## config.mk

```make
export PLATFORM = sky130hd
export DESIGN_NAME = sar_serial_adc
export DESIGN_NICKNAME = d
export VERILOG_FILES = /design/src/rtl/sar_adc_pkg.sv /design/src/rtl/sar_in_sync.sv /design/src/rtl/sar_ctrl.sv /design/src/rtl/sar_trial_reg.sv /design/src/rtl/sar_dout_stage.sv /design/src/rtl/sar_serial_adc.sv
export SDC_FILE = /design/constraint.sdc
export NUM_CORES = 1
export LEC_CHECK = 0
export CAP_MARGIN = 5
export CORE_ASPECT_RATIO = 1.2
export CORE_MARGIN = 2
export CORE_UTILIZATION = 56
export DETAILED_ROUTE_END_ITERATION = 10
export DONT_BUFFER_PORTS = 1
export MAX_ROUTING_LAYER = met4
export PLACE_DENSITY_LB_ADDON = 0.3
export SETUP_SLACK_MARGIN = 0.2
export SYNTH_ARGS = -nofsm -noshare
export SYNTH_HDL_FRONTEND = slang
export SYNTH_SLANG_ARGS = --single-unit
```

## constraint.sdc

```tcl
create_clock -name clk -period 1.7 [get_ports clk]
set_input_delay 0.17 -clock clk [delete_from_list [all_inputs] [get_ports clk]]
set_output_delay 0.17 -clock clk [all_outputs]
set_load 0.03 [all_outputs]
```

## src/rtl/sar_adc_pkg.sv

```systemverilog
// Shared types for the serially clocked SAR sequencer.
// Assumes: nothing beyond standard SystemVerilog.
package sar_adc_pkg;

    // Frame phases: tracking, zero preamble, bit resolution, zero trailer.
    typedef enum logic [1:0] {
        PH_TRACK   = 2'd0,
        PH_LEAD    = 2'd1,
        PH_RESOLVE = 2'd2,
        PH_TRAIL   = 2'd3
    } sar_phase_e;

endpackage

```

## src/rtl/sar_in_sync.sv

```systemverilog
// Multi-flop synchronizer for a bus of independent single-bit host pins.
// Each bit has its own reset level so idle pins leave reset already idle.
// Assumes: STAGES >= 2 and the bits are unrelated (no bus coherence needed).
module sar_in_sync #(
    parameter int unsigned       WIDTH   = 4,
    parameter int unsigned       STAGES  = 2,
    parameter logic [WIDTH-1:0]  RST_VAL = '0
) (
    input  logic             clk,
    input  logic             rst_n,
    input  logic [WIDTH-1:0] async_i,
    output logic [WIDTH-1:0] sync_o
);

    for (genvar i = 0; i < WIDTH; i++) begin : g_bit
        logic [STAGES-1:0] pipe_q;

        // Shift the pin through STAGES flops.
        always_ff @(posedge clk) begin
            if (!rst_n) begin
                pipe_q <= {STAGES{RST_VAL[i]}};
            end else begin
                pipe_q <= {pipe_q[STAGES-2:0], async_i[i]};
            end
        end

        assign sync_o[i] = pipe_q[STAGES-1];
    end

endmodule

```

## src/rtl/sar_ctrl.sv

```systemverilog
// Frame sequencer: finds chip-select and serial-clock edges in the sampled
// domain, counts preamble edges, walks the bit index down, and drives the
// track/hold control. Emits one-cycle strobes for the datapath.
// Assumes: inputs are already synchronized; LEAD_EDGES >= 1.
module sar_ctrl
    import sar_adc_pkg::*;
#(
    parameter int unsigned RES_BITS   = 12,
    parameter int unsigned LEAD_EDGES = 2,
    localparam int unsigned IDX_W     = $clog2(RES_BITS),
    localparam int unsigned LCNT_W    = $clog2(LEAD_EDGES + 1)
) (
    input  logic             clk,
    input  logic             rst_n,
    input  logic             sclk_s,
    input  logic             cs_n_s,
    input  logic             shdn_n_s,
    output logic             start_o,
    output logic             step_o,
    output logic             trail_edge_o,
    output logic             stop_o,
    output logic [IDX_W-1:0] bit_idx_o,
    output logic             track_o
);

    sar_phase_e        phase_q;
    logic              sclk_d;
    logic              cs_d;
    logic              track_q;
    logic [LCNT_W-1:0] lead_cnt_q;
    logic [IDX_W-1:0]  bit_idx_q;
    logic              sclk_rise;
    logic              cs_fall;

    // Edge detection and frame strobes.
    always_comb begin
        sclk_rise    = sclk_s & ~sclk_d;
        cs_fall      = ~cs_n_s & cs_d;
        stop_o       = (phase_q != PH_TRACK) && (cs_n_s || !shdn_n_s);
        start_o      = (phase_q == PH_TRACK) && cs_fall && shdn_n_s;
        step_o       = (phase_q == PH_RESOLVE) && sclk_rise && !stop_o;
        trail_edge_o = (phase_q == PH_TRAIL) && sclk_rise && !stop_o;
    end

    // Phase, counters and track/hold control.
    always_ff @(posedge clk) begin
        if (!rst_n) begin
            sclk_d     <= 1'b0;
            cs_d       <= 1'b1;
            phase_q    <= PH_TRACK;
            track_q    <= 1'b1;
            lead_cnt_q <= '0;
            bit_idx_q  <= '0;
        end else begin
            sclk_d <= sclk_s;
            cs_d   <= cs_n_s;
            if (stop_o) begin
                phase_q <= PH_TRACK;
                track_q <= 1'b1;
            end else begin
                case (phase_q)
                    PH_TRACK: begin
                        if (start_o) begin
                            phase_q    <= PH_LEAD;
                            track_q    <= 1'b0;
                            lead_cnt_q <= '0;
                            bit_idx_q  <= IDX_W'(RES_BITS - 1);
                        end
                    end
                    PH_LEAD: begin
                        if (sclk_rise) begin
                            lead_cnt_q <= lead_cnt_q + 1'b1;
                            if (lead_cnt_q == LCNT_W'(LEAD_EDGES - 1)) begin
                                phase_q <= PH_RESOLVE;
                            end
                        end
                    end
                    PH_RESOLVE: begin
                        if (sclk_rise) begin
                            if (bit_idx_q == '0) begin
                                phase_q <= PH_TRAIL;
                                track_q <= 1'b1;
                            end else begin
                                bit_idx_q <= bit_idx_q - 1'b1;
                            end
                        end
                    end
                    default: begin
                        phase_q <= PH_TRAIL;
                    end
                endcase
            end
        end
    end

    assign bit_idx_o = bit_idx_q;
    assign track_o   = track_q;

    AST_TRACK_WHEN_IDLE: assert property (@(posedge clk) disable iff (!rst_n)
        (phase_q == PH_TRACK) |-> track_q);
    AST_HOLD_WHILE_ACTIVE: assert property (@(posedge clk) disable iff (!rst_n)
        ((phase_q == PH_LEAD) || (phase_q == PH_RESOLVE)) |-> !track_q);
    AST_CS_HIGH_ENDS_FRAME: assert property (@(posedge clk) disable iff (!rst_n)
        cs_n_s |=> (phase_q == PH_TRACK));
    AST_SHDN_ENDS_FRAME: assert property (@(posedge clk) disable iff (!rst_n)
        !shdn_n_s |=> (phase_q == PH_TRACK));

endmodule

```

## src/rtl/sar_trial_reg.sv

```systemverilog
// Successive-approximation trial register. On start it loads the MSB-only
// trial. On each deciding edge it keeps or clears the bit under test from
// the comparator and sets the next lower bit as the new trial.
// Assumes: step_i only arrives while bit_idx_i points at a valid bit.
module sar_trial_reg #(
    parameter int unsigned RES_BITS = 12,
    localparam int unsigned IDX_W   = $clog2(RES_BITS)
) (
    input  logic                clk,
    input  logic                rst_n,
    input  logic                start_i,
    input  logic                step_i,
    input  logic [IDX_W-1:0]    bit_idx_i,
    input  logic                cmp_i,
    output logic [RES_BITS-1:0] code_o
);

    localparam logic [RES_BITS-1:0] FIRST_TRIAL = RES_BITS'(1) << (RES_BITS - 1);

    logic [RES_BITS-1:0] code_q;

    // Load the first trial, then resolve one bit per step.
    always_ff @(posedge clk) begin
        if (!rst_n) begin
            code_q <= '0;
        end else if (start_i) begin
            code_q <= FIRST_TRIAL;
        end else if (step_i) begin
            code_q[bit_idx_i] <= cmp_i;
            if (bit_idx_i != '0) begin
                code_q[bit_idx_i - 1'b1] <= 1'b1;
            end
        end
    end

    assign code_o = code_q;

    AST_UPPER_BITS_KEPT: assert property (@(posedge clk) disable iff (!rst_n)
        step_i |=> (((code_o ^ $past(code_o)) >> (int'($past(bit_idx_i)) + 1)) == '0));

endmodule

```

## src/rtl/sar_dout_stage.sv

```systemverilog
// Serial output register and its drive enable. Drives low at frame start,
// takes each decided bit on the deciding edge, and pads zeros afterwards.
// Assumes: strobes from the sequencer are one cycle wide and exclusive.
module sar_dout_stage (
    input  logic clk,
    input  logic rst_n,
    input  logic start_i,
    input  logic step_i,
    input  logic trail_edge_i,
    input  logic stop_i,
    input  logic cmp_i,
    output logic dout_o,
    output logic dout_en_o
);

    logic dout_q;
    logic en_q;

    // Update the output bit and enable from the frame strobes.
    always_ff @(posedge clk) begin
        if (!rst_n) begin
            dout_q <= 1'b0;
            en_q   <= 1'b0;
        end else if (stop_i) begin
            dout_q <= 1'b0;
            en_q   <= 1'b0;
        end else if (start_i) begin
            dout_q <= 1'b0;
            en_q   <= 1'b1;
        end else if (step_i) begin
            dout_q <= cmp_i;
        end else if (trail_edge_i) begin
            dout_q <= 1'b0;
        end
    end

    assign dout_o    = dout_q;
    assign dout_en_o = en_q;

    AST_QUIET_WHEN_OFF: assert property (@(posedge clk) disable iff (!rst_n)
        !dout_en_o |-> !dout_o);
    AST_MOVES_ON_EDGE_ONLY: assert property (@(posedge clk) disable iff (!rst_n)
        (dout_en_o && $past(dout_en_o) && (dout_o != $past(dout_o)))
            |-> $past(step_i || trail_edge_i));
    AST_TRAIL_IS_ZERO: assert property (@(posedge clk) disable iff (!rst_n)
        trail_edge_i |=> !dout_o);

endmodule

```

## src/rtl/sar_serial_adc.sv

```systemverilog
// Top of the serially clocked SAR sequencer. Synchronizes the host pins,
// sequences a frame (zero preamble, MSB-first bits, zero trailer), runs
// the trial register against the external comparator, and drives the
// serial output with its enable and the track/hold control.
// Assumes: the host serial clock is much slower than clk (several clk
// cycles per phase) and the comparator settles within one sclk period.
module sar_serial_adc #(
    parameter int unsigned RES_BITS    = 12,
    parameter int unsigned LEAD_EDGES  = 2,
    parameter int unsigned SYNC_STAGES = 2
) (
    input  logic                clk,
    input  logic                rst_n,
    input  logic                cs_n,
    input  logic                sclk,
    input  logic                shutdown_n,
    input  logic                cmp_in,
    output logic                dout,
    output logic                dout_en,
    output logic                track,
    output logic [RES_BITS-1:0] dac_code
);

    localparam int unsigned IDX_W = $clog2(RES_BITS);
    localparam int unsigned NPINS = 4;
    // Pin order: {cmp, shutdown_n, cs_n, sclk}; idle levels 0,1,1,0.
    localparam logic [NPINS-1:0] PIN_IDLE = 4'b0110;

    logic [NPINS-1:0] pins_s;
    logic             start;
    logic             step;
    logic             trail_edge;
    logic             stop;
    logic [IDX_W-1:0] bit_idx;

    sar_in_sync #(
        .WIDTH   (NPINS),
        .STAGES  (SYNC_STAGES),
        .RST_VAL (PIN_IDLE)
    ) u_sync (
        .clk     (clk),
        .rst_n   (rst_n),
        .async_i ({cmp_in, shutdown_n, cs_n, sclk}),
        .sync_o  (pins_s)
    );

    sar_ctrl #(
        .RES_BITS   (RES_BITS),
        .LEAD_EDGES (LEAD_EDGES)
    ) u_ctrl (
        .clk          (clk),
        .rst_n        (rst_n),
        .sclk_s       (pins_s[0]),
        .cs_n_s       (pins_s[1]),
        .shdn_n_s     (pins_s[2]),
        .start_o      (start),
        .step_o       (step),
        .trail_edge_o (trail_edge),
        .stop_o       (stop),
        .bit_idx_o    (bit_idx),
        .track_o      (track)
    );

    sar_trial_reg #(
        .RES_BITS (RES_BITS)
    ) u_trial (
        .clk       (clk),
        .rst_n     (rst_n),
        .start_i   (start),
        .step_i    (step),
        .bit_idx_i (bit_idx),
        .cmp_i     (pins_s[3]),
        .code_o    (dac_code)
    );

    sar_dout_stage u_dout (
        .clk          (clk),
        .rst_n        (rst_n),
        .start_i      (start),
        .step_i       (step),
        .trail_edge_i (trail_edge),
        .stop_i       (stop),
        .cmp_i        (pins_s[3]),
        .dout_o       (dout),
        .dout_en_o    (dout_en)
    );

endmodule

```

# Yosys cells after proc, flatten, opt, wreduce, memory -nomap -nowiden
# Cells that the tools add are included.
# W data, S select, Z words.
[word_totals] ff_bits=33 input_bits=6 out_inout_bits=15 word_cells=91
[classes] n_addsub=2 magnitude_cmp=4 eq_ne=10 n_mux=27 bitwise=7 reduce_logical=27
[ops] cell="$mux W12" n=3
[ops] cell="$mux W2" n=7
[ops] cell="$bwmux W12" n=1
[ops] cell="$mux W4" n=3
[ops] cell="$or A12 B12 Y12" n=1
[ops] cell="$lt A4 B5 Y1 const B" n=2
[ops] cell="$reduce_and A5 Y1" n=2
[ops] cell="$reduce_bool A2 Y1" n=5
[ops] cell="$logic_and A1 B1 Y1" n=9
[ops] cell="$demux W1 S4" n=2
[ops] cell="$ge A4 B1 Y1 const B" n=2
[ops] cell="$pmux W4 S2" n=1
[ops] cell="$reduce_and A4 Y1" n=2
[ops] cell="$mux W1" n=7
[ops] cell="$ne A2 B1 Y1 const B" n=3
[ops] cell="$ne A2 B2 Y1 const B" n=3
[ops] cell="$pmux W2 S3" n=1
[ops] cell="$eq A2 B1 Y1 const B" n=2
[ops] cell="$eq A2 B2 Y1 const B" n=2
[ops] cell="$logic_not A4 Y1" n=1
[ops] cell="$not A1 Y1" n=4
[ops] cell="$pmux W2 S2" n=1
[ops] cell="$reduce_bool A4 Y1" n=1
[ops] cell="$reduce_or A2 Y1" n=2
[ops] cell="other kinds (8)" n=10

# Depth between registers and ports, before layout
[logic_depth] ltp_word=9 depth_mapped=7 depth_no_buf=6

# By module
# A second synthesis with hierarchy kept.
[hier_totals] hier_cells=180 hier_area_um2=1632.8
[by_module_without_submodules] mod="sar_trial_reg" instances=1 cells_per_inst=76 area_each_um2=706.9 seq_area_each_um2=240.2
[by_module_without_submodules] mod="sar_ctrl" instances=1 cells_per_inst=76 area_each_um2=606.8 seq_area_each_um2=220.2
[by_module_without_submodules] mod="sar_in_sync" instances=1 cells_per_inst=20 area_each_um2=240.2 seq_area_each_um2=160.2
[by_module_without_submodules] mod="sar_dout_stage" instances=1 cells_per_inst=8 area_each_um2=78.8 seq_area_each_um2=40.0

# Worst setup path after synthesis
# OpenSTA, ideal clock, no wires.
[synth_timing] path_type="reg-to-reg" start="register u_ctrl.bit_idx_q[0], in the netlist u_ctrl.bit_idx_o[0]" end="register u_ctrl.bit_idx_q[2], in the netlist u_ctrl.bit_idx_o[2]" setup_time_ns=0.117 t_arrival_ns=1.670 required_time_ns=1.583 setup_slack_ns=-0.087 stages_incl_launch_ff=8 n_path_buf=1 period_less_slack_ns=1.787 cell_sequence="dfxtp_1 > inv_1 > ha_1 > or3b_1 > buf_2 > a31o_2 > o2111ai_1 > a32o_1"
[synth_between] elab_chain_cells=4 word_cells_on_any_way=7 cone_classes="add/sub: 1; eq/ne: 1; mux: 3; reduce/logical: 2"
[synth_rtl] element="start: declaration" line="sar_ctrl.sv:31" rtl="logic [IDX_W-1:0] bit_idx_q;"
[synth_rtl] element="start signal: assignment" line="sar_ctrl.sv:67" rtl="bit_idx_q <= IDX_W'(RES_BITS - 1);"
[synth_rtl] element="start signal: assignment" line="sar_ctrl.sv:84" rtl="bit_idx_q <= bit_idx_q - 1'b1;"
[synth_rtl] element="$sub A4 B1 Y4" line="sar_ctrl.sv:84"
[synth_rtl] element="$mux W4" line="sar_ctrl.sv:80" rtl="if (bit_idx_q == '0) begin"
[synth_rtl] element="$mux W4" line="sar_ctrl.sv:79" rtl="if (sclk_rise) begin"
[synth_rtl] element="$pmux W4 S2" line="sar_ctrl.sv:61" rtl="case (phase_q)"
# Parallel ways exist; a longest one is shown, timed or not. The select of a mux whose other input is x is not followed.
# A chain may end at the register's enable or synchronous reset.

# Worst setup path after layout
# Same ends and word-level chain as after synthesis.

==> summary.md <==
| Metric | Value |
|---|---|
| Ys async rst share | 0 |
| Core Area | 2840 um2 |
| Most common cell after layout, fill and taps aside | dfxtp_1 |
| Top Metal Used | met4 |
| Number of synthesized register bits | 33 |
| Startpoint class of the critical path | register |
| CTS HTree Levels | 2 |
| Die Ht | 64.1 um |
| Reg-to-Reg End | u_ctrl.bit_idx_o[2] |
| Worst-Skew Late Latency | 0.34 ns |
| Area delta synth->final | 23.2% |
| Critical Path End Type | register |
| Ant. Diodes | 0 |
| FF-to-FF setup slack | 0.08 ns |
| Routed via count | 1525 |
| Clock transition at path regs | 0.09 ns |
| Synth Area in Adders | 0.0520 |
| Most common flop cell mapped by yosys | dfxtp_1 |
| CP arrival | 1.90 ns |
| Net Count, Synth | 200 |
| Final setup margin | 0.0752 ns |
| Vias in the first global route | 1401 |
| Slew @ Worst Pin | 0.342 ns |
| Slew Viols, Final | 0 |
| Synth Area in Compound Gates | 0.172 |
| Share of layout cells above drive strength 1 | 0.305 |
| Synth cell types | 44 |
| Largest family of logic cells by synthesized area | simple AND/OR/NAND/NOR gates |
| Status | complete, no violations |
| Final setup violation count | 0 |
| WL per Instance | 18.0 um |
| Mux contribution to synthesized area | 0.0713 |
| Metal-1 WL | 1650 um |
| Total CTS buffers | 5 |
| Reg-to-Reg Start | u_ctrl.bit_idx_o[0] |
| Antenna violation net count after detailed routing | 0 |
| Final core occ | 0.731 |
| Reg2reg path depth | 6 |
| Setup tns final | 0 ns |
| Crit path max fanout | 5 |
| IO Count | 21 |
| Hold WC Path Type | in2reg |
| TritonCTS Sinks | 33 |
| Hold Crit Depth | 2 |
| DRT iter0 DRCs | 59 |
| DR vias/cell | 6.43 |
| Pin count of the biggest net entering global routing | 13 |
| Seq/Total Area, Yosys | 0.392 |
| Wire length on met3 | 291 um |
| Hold WS | 0.109 ns |
| Most area-consuming cells after synthesis | dfxtp_1 39%, mux2i_1 7.1%, ha_1 5.2% |
| Post-synthesis simple-gate area fraction | 0.264 |
| Syn_area_per_cell | 9.01 um2 |
| Ys Warns | 0 |
| Leading area contributor after synthesis | dfxtp_1 |
| Unrepaired setup endpoints after global routing | yes |
| I/O Buffers | 0 |
| WHS Endpoint | u_trial.code_o[3] |
| Synth Area in XOR/XNOR | 0 |
| DRC viols | 0 |
| Commonest cells after routing, fill and taps aside | 28 x dfxtp_1, 16 x buf_4, 12 x mux2i_1 |
| Final Wtd Congestion | 0.902 |
| Final Hold Vio Count | 0 |
| WP data required | 1.98 ns |
| Grt ovf | 0 |
| Hold wc startpoint | rst_n |
| Die width | 54.1 um |
| Mapped Cells | 187 |
| CTS tree | built |
| Nets | 217 |
| PwrDens | 674 nW/um2 |
| First-pass GRT wire length | 6420 um |
| Cell Area, Synth | 1690 um2 |
| # rows | 21 |
| Static Leak | 0.000713 uW |
| Tmin final | 1.62 ns |
| Worst slack, placed | 0.0515 ns |
| Pre-antenna DRT Iters | 4 |
| Max clock buf depth | 2 |
| Fin crit share | 0.956 |
| VDD IR max | 0.533 mV |
| Final WL | 4270 um |
| WS Path Type | reg2reg |
| WL met2 | 2200 um |
| Root buf cell | clkbuf_4 |
| GRT Overall Usage | 0.262 |
| Post-synth EDFFs | 0 |
| Max_cap viols | 0 |
| Total die area | 3470 um2 |
| DP Wirelength | 2660 um |
| Initial Utilization | 0.594 |
| Post-layout total power | 1400 uW |
| Initial antenna violation count | 0 |
| Fmax | 615 MHz |
| Share of the synthesized area in the top cell type | 0.392 |
| Slew headroom | 0.771 |
| Worst Clk Skew | 0.00834 ns |
[per-stage QoR]
step           std cells  cell area [um2]
5_1_grt              237             2080
2_1_floorplan        187             1730
3_3_place_gp         217             1770
4_1_cts              237             1980
6_report             237             2080
3_5_place_dp         217             1770
[routing by layer]
layer,track usage,up-vias
li1,-,716
met1,0.273,730
met2,0.428,64
met3,0.0794,15
met4,0.144,0
met5,-,-
[synthesized netlist by cell type (all sizes together) (4+ instances only)]
| master | instances |
|---|---|
| nand4 | 5 |
| nand3 | 4 |
| o21ai | 6 |
| nor2b | 6 |
| a21oi | 13 |
| buf | 4 |
| nand2b | 9 |
| nand3b | 4 |
| clkbuf | 8 |
| mux2i | 12 |
| nor3 | 14 |
| nor2 | 8 |
| dfxtp | 33 |
| a31oi | 5 |
| and2 | 5 |
| inv | 6 |
| a211oi | 5 |
| o2111ai | 4 |
| ha | 7 |
[state kept, by name, indices dropped and copies added, names as in the netlist]
signal,flops
u_dout.dout_o,1
u_ctrl.bit_idx_o,4
u_ctrl.track_o,1
u_ctrl.sclk_d,1
u_dout.dout_en_o,1
u_trial.code_o,12
u_ctrl.cs_d,1
u_sync.g_bit.pipe_q,8
u_ctrl.phase_q,2
u_ctrl.lead_cnt_q,2
[cells by family (layout without fill, tap and decap cells)]
family                   count (synthesis)  count (layout)
adder cells (fa/ha/maj)                  7               7
buffers and inverters                   19              35
multiplexers                            12              12
AND/OR/NAND/NOR                         72              72
AO/OA/AOI/OAI                           44              44
flip-flops                              33              33
[final cells by class]
type	count	area, um2
fill	208	762
clock buffer	5	37.5
tap	34	42.5
sequential	33	672
inverter	7	31.3
timing repair buffer	22	181
multi-input combinational	135	1110
clock inverter	1	5.00
[worst max path at each step]
| stage | startpoint | end | slack (ns) | depth (start not counted) |
|---|---|---|---|---|
| finish | u_ctrl.bit_idx_o[0] | u_ctrl.bit_idx_o[2] | 0.08 | 6 |
| global route | u_ctrl.bit_idx_o[0] | u_trial.code_o[0] | 0.04 | 6 |
| CTS | u_ctrl.bit_idx_o[1] | u_ctrl.bit_idx_o[3] | 0.11 | 6 |
| detailed placement | u_ctrl.bit_idx_o[1] | u_ctrl.bit_idx_o[1] | 0.05 | 6 |
| global placement | u_ctrl.bit_idx_o[1] | u_ctrl.bit_idx_o[1] | 0.11 | 6 |
| floorplan | u_ctrl.bit_idx_o[1] | u_ctrl.bit_idx_o[1] | 0.11 | 7 |
[what timing repair did]
action,CTS,global route
hold endpoints to repair,11,0
resized for setup,10,22
hold buffers,5,0
endpoints found under the setup margin,16,21
setup buffers,9,0
pin swaps,1,4
[worst max-delay path, stage by stage (launching register included)]
cell       delay [ns]
dfxtp_4          0.38
inv_4            0.07
ha_4             0.14
or3b_4           0.41
a31o_4           0.27
o2111ai_2        0.09
a32o_1           0.19
[where the power goes]
group / switching [uW] / internal (uW)
registers: 26.7 / 790
clock network: 250 / 143
logic: 104 / 86.3
No activity file was read; power rests on OpenSTA's default activity.
